--- config.mk ---
export PLATFORM = sky130hd
export DESIGN_NAME = gpio_port_ctrl
export DESIGN_NICKNAME = d
export VERILOG_FILES = /design/src/rtl/gpio_port_pkg.sv /design/src/rtl/gpio_in_sync.sv /design/src/rtl/gpio_evt_bank.sv /design/src/rtl/gpio_pin_drive.sv /design/src/rtl/gpio_port_ctrl.sv
export SDC_FILE = /design/constraint.sdc
export NUM_CORES = 1
export LEC_CHECK = 0
export ABC_CLOCK_PERIOD_IN_PS = 2800
export CELL_PAD_IN_SITES_DETAIL_PLACEMENT = 0
export CELL_PAD_IN_SITES_GLOBAL_PLACEMENT = 1
export CORE_UTILIZATION = 45
export DETAILED_ROUTE_END_ITERATION = 10
export PLACE_DENSITY = 0.92
export SLEW_MARGIN = 20
export SYNTH_ARGS = -nofsm -noshare
export SYNTH_HDL_FRONTEND = slang
export SYNTH_HIERARCHICAL = 1
export SYNTH_SLANG_ARGS = --single-unit
--- constraint.sdc ---
create_clock -name clk -period 2.8 [get_ports clk]
set_input_delay 0.56 -clock clk [delete_from_list [all_inputs] [get_ports clk]]
set_output_delay 0.56 -clock clk [all_outputs]
set_load 0.01 [all_outputs]
--- src/rtl/gpio_port_pkg.sv ---
package gpio_port_pkg;

  // Register select decoded from bus_addr[4:2]
  typedef enum logic [2:0] {
    SEL_DIR = 3'd0,
    SEL_ODR = 3'd1,
    SEL_DAT = 3'd2,
    SEL_EVT = 3'd3,
    SEL_MSK = 3'd4,
    SEL_CTL = 3'd5,
    SEL_IBE = 3'd6,
    SEL_NONE = 3'd7
  } reg_sel_e;

  localparam int unsigned SYNC_STAGES = 2;

endpackage

--- src/rtl/gpio_in_sync.sv ---
module gpio_in_sync #(
  parameter int unsigned NPINS = 32
) (
  input  logic             clk,
  input  logic             rst,
  input  logic [NPINS-1:0] pin_in,    // line order
  input  logic [NPINS-1:0] edge_ctl,  // register order: 1 = falling only
  output logic [NPINS-1:0] lvl_r,     // register order, synchronised
  output logic [NPINS-1:0] hit_r      // register order, edge seen
);

  logic [NPINS-1:0] meta_q;
  logic [NPINS-1:0] sync_q;
  logic [NPINS-1:0] prev_q;

  for (genvar n = 0; n < NPINS; n++) begin : g_line
    localparam int unsigned RB = NPINS - 1 - n;

    always_ff @(posedge clk) begin
      if (rst) begin
        meta_q[RB] <= 1'b0;
        sync_q[RB] <= 1'b0;
        prev_q[RB] <= 1'b0;
      end else begin
        meta_q[RB] <= pin_in[n];
        sync_q[RB] <= meta_q[RB];
        prev_q[RB] <= sync_q[RB];
      end
    end

    always_comb begin
      if (edge_ctl[RB]) hit_r[RB] = prev_q[RB] & ~sync_q[RB];
      else              hit_r[RB] = prev_q[RB] ^ sync_q[RB];
    end
  end

  assign lvl_r = sync_q;

  // Falling-only lines never report a rising edge
  AST_FALL_ONLY: assert property (@(posedge clk) disable iff (rst)
    ((hit_r & edge_ctl) & sync_q) == '0);

endmodule

--- src/rtl/gpio_evt_bank.sv ---
module gpio_evt_bank #(
  parameter int unsigned NPINS = 32
) (
  input  logic             clk,
  input  logic             rst,
  input  logic [NPINS-1:0] hit,
  input  logic [NPINS-1:0] clr,
  output logic [NPINS-1:0] evt
);

  logic [NPINS-1:0] evt_q;

  always_ff @(posedge clk) begin
    if (rst) evt_q <= '0;
    else     evt_q <= (evt_q & ~clr) | hit;
  end

  assign evt = evt_q;

  AST_EVT_FROM_EDGE: assert property (@(posedge clk) disable iff (rst)
    ((evt_q & ~$past(evt_q)) & ~$past(hit)) == '0);

  AST_EDGE_WINS: assert property (@(posedge clk) disable iff (rst)
    ($past(hit) & ~evt_q) == '0);

  AST_CLR_ONLY_ONES: assert property (@(posedge clk) disable iff (rst)
    (($past(evt_q) & ~evt_q) & ~$past(clr)) == '0);

endmodule

--- src/rtl/gpio_pin_drive.sv ---
module gpio_pin_drive #(
  parameter int unsigned NPINS = 32
) (
  input  logic             clk,
  input  logic             rst,
  input  logic [NPINS-1:0] dir_r,  // register order
  input  logic [NPINS-1:0] od_r,
  input  logic [NPINS-1:0] dat_r,
  output logic [NPINS-1:0] pin_out, // line order
  output logic [NPINS-1:0] pin_oe
);

  logic [NPINS-1:0] out_q;
  logic [NPINS-1:0] oe_q;

  for (genvar n = 0; n < NPINS; n++) begin : g_drv
    localparam int unsigned RB = NPINS - 1 - n;
    always_ff @(posedge clk) begin
      if (rst) begin
        out_q[n] <= 1'b0;
        oe_q[n]  <= 1'b0;
      end else begin
        out_q[n] <= dat_r[RB] & ~od_r[RB];
        oe_q[n]  <= dir_r[RB] & ~(od_r[RB] & dat_r[RB]);
      end
    end
  end

  assign pin_out = out_q;
  assign pin_oe  = oe_q;

  function automatic logic [NPINS-1:0] flip(input logic [NPINS-1:0] v);
    for (int i = 0; i < NPINS; i++) flip[i] = v[NPINS-1-i];
  endfunction

  AST_IN_NO_DRIVE: assert property (@(posedge clk) disable iff (rst)
    (pin_oe & ~flip($past(dir_r))) == '0);

  AST_OD_RELEASE: assert property (@(posedge clk) disable iff (rst)
    (pin_oe & flip($past(od_r & dat_r))) == '0);

endmodule

--- src/rtl/gpio_port_ctrl.sv ---
module gpio_port_ctrl
  import gpio_port_pkg::*;
#(
  parameter int unsigned NPINS  = 32,
  parameter int unsigned ADDR_W = 5
) (
  input  logic              clk,
  input  logic              rst,
  input  logic              bus_wr,
  input  logic              bus_rd,
  input  logic [ADDR_W-1:0] bus_addr,
  input  logic [NPINS-1:0]  bus_wdata,
  output logic [NPINS-1:0]  bus_rdata,
  input  logic [NPINS-1:0]  pin_in,
  output logic [NPINS-1:0]  pin_out,
  output logic [NPINS-1:0]  pin_oe,
  output logic              irq
);

  logic [NPINS-1:0] dir_q, od_q, dat_q, msk_q, ctl_q, ibe_q;
  logic [NPINS-1:0] evt, lvl_r, hit_r, evt_clr, dat_view, rd_mux;
  logic [NPINS-1:0] rdata_q;
  logic             irq_q;
  reg_sel_e         sel;

  // Address decode: aligned offsets 0x00..0x18 only
  always_comb begin
    if (bus_addr[1:0] != 2'b00) sel = SEL_NONE;
    else                        sel = reg_sel_e'(bus_addr[ADDR_W-1:2]);
  end

  always_ff @(posedge clk) begin
    if (rst) begin
      dir_q <= '0; od_q <= '0; dat_q <= '0;
      msk_q <= '0; ctl_q <= '0; ibe_q <= '0;
    end else if (bus_wr) begin
      unique case (sel)
        SEL_DIR: dir_q <= bus_wdata;
        SEL_ODR: od_q  <= bus_wdata;
        SEL_DAT: dat_q <= bus_wdata;
        SEL_MSK: msk_q <= bus_wdata;
        SEL_CTL: ctl_q <= bus_wdata;
        SEL_IBE: ibe_q <= bus_wdata;
        default: ;
      endcase
    end
  end

  assign evt_clr = (bus_wr && sel == SEL_EVT) ? bus_wdata : '0;

  gpio_in_sync #(.NPINS(NPINS)) u_sync (
    .clk(clk), .rst(rst), .pin_in(pin_in), .edge_ctl(ctl_q),
    .lvl_r(lvl_r), .hit_r(hit_r)
  );

  gpio_evt_bank #(.NPINS(NPINS)) u_evt (
    .clk(clk), .rst(rst), .hit(hit_r), .clr(evt_clr), .evt(evt)
  );

  gpio_pin_drive #(.NPINS(NPINS)) u_drv (
    .clk(clk), .rst(rst), .dir_r(dir_q), .od_r(od_q), .dat_r(dat_q),
    .pin_out(pin_out), .pin_oe(pin_oe)
  );

  // Outputs read their latch; inputs read the pad through the buffer gate
  assign dat_view = (dir_q & dat_q) | (~dir_q & ibe_q & lvl_r);

  always_comb begin
    unique case (sel)
      SEL_DIR: rd_mux = dir_q;
      SEL_ODR: rd_mux = od_q;
      SEL_DAT: rd_mux = dat_view;
      SEL_EVT: rd_mux = evt;
      SEL_MSK: rd_mux = msk_q;
      SEL_CTL: rd_mux = ctl_q;
      SEL_IBE: rd_mux = ibe_q;
      default: rd_mux = '0;
    endcase
  end

  always_ff @(posedge clk) begin
    if (rst) begin
      rdata_q <= '0;
      irq_q   <= 1'b0;
    end else begin
      if (bus_rd) rdata_q <= rd_mux;
      irq_q <= |(evt & msk_q);
    end
  end

  assign bus_rdata = rdata_q;
  assign irq       = irq_q;

  AST_IRQ_SOURCE: assert property (@(posedge clk) disable iff (rst)
    irq |-> $past(|(evt & msk_q)));

  AST_UNMAPPED_READ: assert property (@(posedge clk) disable iff (rst)
    ($past(bus_rd) && $past(sel) == SEL_NONE) |-> (bus_rdata == '0));

  AST_IN_GATED: assert property (@(posedge clk) disable iff (rst)
    ($past(bus_rd) && $past(sel) == SEL_DAT) |->
      ((bus_rdata & ~$past(dir_q) & ~$past(ibe_q)) == '0));

endmodule

==> impl_metrics.env <==
export IMPL_status="finished clean"
export IMPL_synth_largest_area_cell="dfxtp_1"
export IMPL_wl_per_cell_microns=19.30
export IMPL_worst_pin_slew_ns=0.8188
export IMPL_path_clk_slew_ns=0.06
export IMPL_period_minus_slack_ns=2.190
export IMPL_cp_required_ns=3.22
export IMPL_antenna_found_initial=1
export IMPL_coreArea_sq_um=37670
export IMPL_die_h_microns=197.5
export IMPL_maxSlewViolCount=0
export IMPL_start_kind="input pin"
export IMPL_drive_gt1_frac=0.1055
export IMPL_grt_pass1_vias=14374
export IMPL_synth_top_area_frac=0.4852
export IMPL_yosysWarnings=6
export IMPL_drt_iter0_drc=1236
export IMPL_place_gp_congestion=0.8896
export IMPL_syn_inst=1988
export IMPL_clock_latency_ns=0.57
export IMPL_die_area_sq_um=39020
export IMPL_end_kind="flip-flop"
export IMPL_num_antenna_cells=0
export IMPL_hold_path_class="flip-flop to flip-flop"
export IMPL_peakVddDrop_v=0.0004169
export IMPL_layout_cells_non_filler=2682
export IMPL_cts_hold_buf=0
export IMPL_drcViolationCount=0
export IMPL_crit_fanout=11
export IMPL_ant_nets=0
export IMPL_cp_slowest_cell="clkdlybuf4s50_1"
export IMPL_min_period_over_period=0.7820
export IMPL_p_leak_nw=7.208
export IMPL_cts_sinks=417
export IMPL_num_rows=71
export IMPL_grt_ovfl_total=0
export IMPL_die_x_microns=197.5
export IMPL_seq_area_frac_synth=0.4852
export IMPL_ys_top_cells_by_area="dfxtp_1, nand2_1, a21oi_1, nor2b_1, inv_1"
export IMPL_routed_wl_microns=51770
export IMPL_crit_chain="clkdlybuf4s50_1, buf_4, buf_4, mux2i_1, o32ai_1, a311oi_1, o31ai_1"
export IMPL_post_place_ws_ns=0.08209
export IMPL_synth_edff_count=0
export IMPL_hold_viol_final=0
export IMPL_powerDensity_nw_per_um2=608.8
export IMPL_worst_slack_ns=0.6104
export IMPL_ys_ff_latch=417
export IMPL_cts_root_buffer="clkbuf_16"
export IMPL_cts_resized=0
export IMPL_path_common_cell="buf_4"
export IMPL_relSlewSlack=0.4524
export IMPL_grt_use_total=0.2663
export IMPL_slowest_delay_ns=0.70
export IMPL_fin_nets=2247
export IMPL_vias=14555
export IMPL_grt_max_degree=88
export IMPL_cap_violations=0
export IMPL_cts_tree="done"
export IMPL_grt_pass1_wl_microns=80520
export IMPL_firstDrtPassIters=7
export IMPL_dp_hpwl_microns=34960
export IMPL_clock_skew_final_ns=0.02020
export IMPL_cts_max_path_buffers=3
export IMPL_arrival_ns=2.61
export IMPL_area_growth_pct=22.27
export IMPL_initial_core_util=0.4568
export IMPL_syn_num_nets=2093
export IMPL_syn_area_per_cell_sq_um=8.655
export IMPL_synth_cell_type_count=49
export IMPL_crit_type="input pin to flip-flop"
export IMPL_setup_viol=0
export IMPL_synthArstFlopShare=0
export IMPL_pin_count=170
export IMPL_rsz0062_at_grt="no"
export IMPL_place_inst=2607
export IMPL_power_total_mw=12.81
export IMPL_cts_buffers=44
export IMPL_port_buffers=169
export IMPL_post_cts_buffers=0
export IMPL_cts_max_level=2
export IMPL_timing_fmax_ghz=0.4567
export IMPL_via_per_inst=5.427
export IMPL_syn_area_sq_um=17210
export IMPL_setup_tns_ns=0
export IMPL_yosys_most_used_dff="dfxtp_1"
==> cells in the mapped netlist, types with 10 or more instances <==
cell / count
and2_1: 18
nand2b_1: 67
nor3_1: 12
o21ai_0: 61
a21o_1: 12
dfxtp_1: 417
ha_1: 32
buf_6: 11
a211oi_2: 31
nand2_1: 451
and3_1: 36
nand3b_1: 17
a22oi_1: 28
buf_2: 38
a221oi_2: 10
a41oi_1: 12
nor3b_2: 30
clkbuf_1: 74
a21oi_1: 241
a221oi_1: 40
a22o_1: 17
mux2i_1: 38
inv_1: 115
nand3_1: 10
o21ai_2: 10
nor2_1: 47
nor2b_1: 71
==> cells in the final DEF (no fill, tap or decap), drive strengths merged, types with 20 or more instances in the layout <==
cell type      instances
a221oi                50
o21ai                 71
nor3b                 35
nand2b                67
inv                  115
nor2b                 71
buf                   73
nand2                451
a22oi                 28
a21oi                241
mux2i                 38
clkdlybuf4s50        167
dfxtp                417
and2                  20
a211oi                32
nor2                  48
and3                  36
clkbuf                65
ha                    32
==> per-layer routing <==
layer | global-route usage | routed length [microns] | vias to the layer above
met5 | 0 | 11 | -
met1 | 0.3371 | 21830 | 6870
met2 | 0.4426 | 24170 | 548
met4 | 0.1197 | 2071 | 2
li1 | - | - | 6994
met3 | 0.04559 | 3686 | 141
==> report_power, final <==
group / switching, mW / total [mW] / internal (mW) / leakage, nW
Clock: 2.36 / 5.95 / 3.59 / 0.734
Combinational: 0.432 / 0.715 / 0.283 / 3.09
Sequential: 0.0879 / 6.14 / 6.05 / 3.38
==> cell type report <==
cell class,instances,area [sq um]
Multi-Input combinational cell,1324,7776
Fill cell,3406,16630
Clock buffer,65,1351
Clock inverter,10,127.6
Sequential cell,417,8348
Timing Repair Buffer,240,2362
Inverter,115,431.7
Tap cell,511,639.4
==> critical path: cells and delay by family <==
kind,cells,cell delay (ns)
AO/OA/AOI/OAI,3,0.58
buffers and inverters,3,1.24
multiplexers,1,0.23
==> logic make-up (layout without fill, tap and decap cells) <==
family                     count (synthesis)  in the layout  synth area share
AOI/OAI and AO/OA                        469            469            0.1801
buffers and inverters                    247            430           0.06298
adders and majority gates                 32             32           0.02327
DFF                                      417            417            0.4852
muxes                                     38             38           0.02211
and+or+nand+nor                          785            785            0.2263
==> path summary, 6_finish.rpt <==
check        slack (ns)  depth (start not counted)         endpoint        startpoint
min reg2reg        0.43                          1  u_sync/lvl_r[5]  u_sync/meta_q[5]
min                0.43                          1  u_sync/lvl_r[5]  u_sync/meta_q[5]
max                0.61                          7     bus_rdata[3]       bus_addr[3]
max reg2reg        1.27                          4              irq     u_evt/evt[30]
==> metrics by stage <==
step | utilization | hold slack [ns] | cell area (sq um)
6_report | 0.5585 | 0.4347 | 21040
3_3_place_gp | 0.5192 | 0.4241 | 19560
3_5_place_dp | 0.5192 | 0.4220 | 19560
2_1_floorplan | - | 0.4138 | 17210
4_1_cts | 0.5585 | 0.4397 | 21040
5_1_grt | 0.5585 | 0.4549 | 21040
Power figures use the tool's default switching activity.
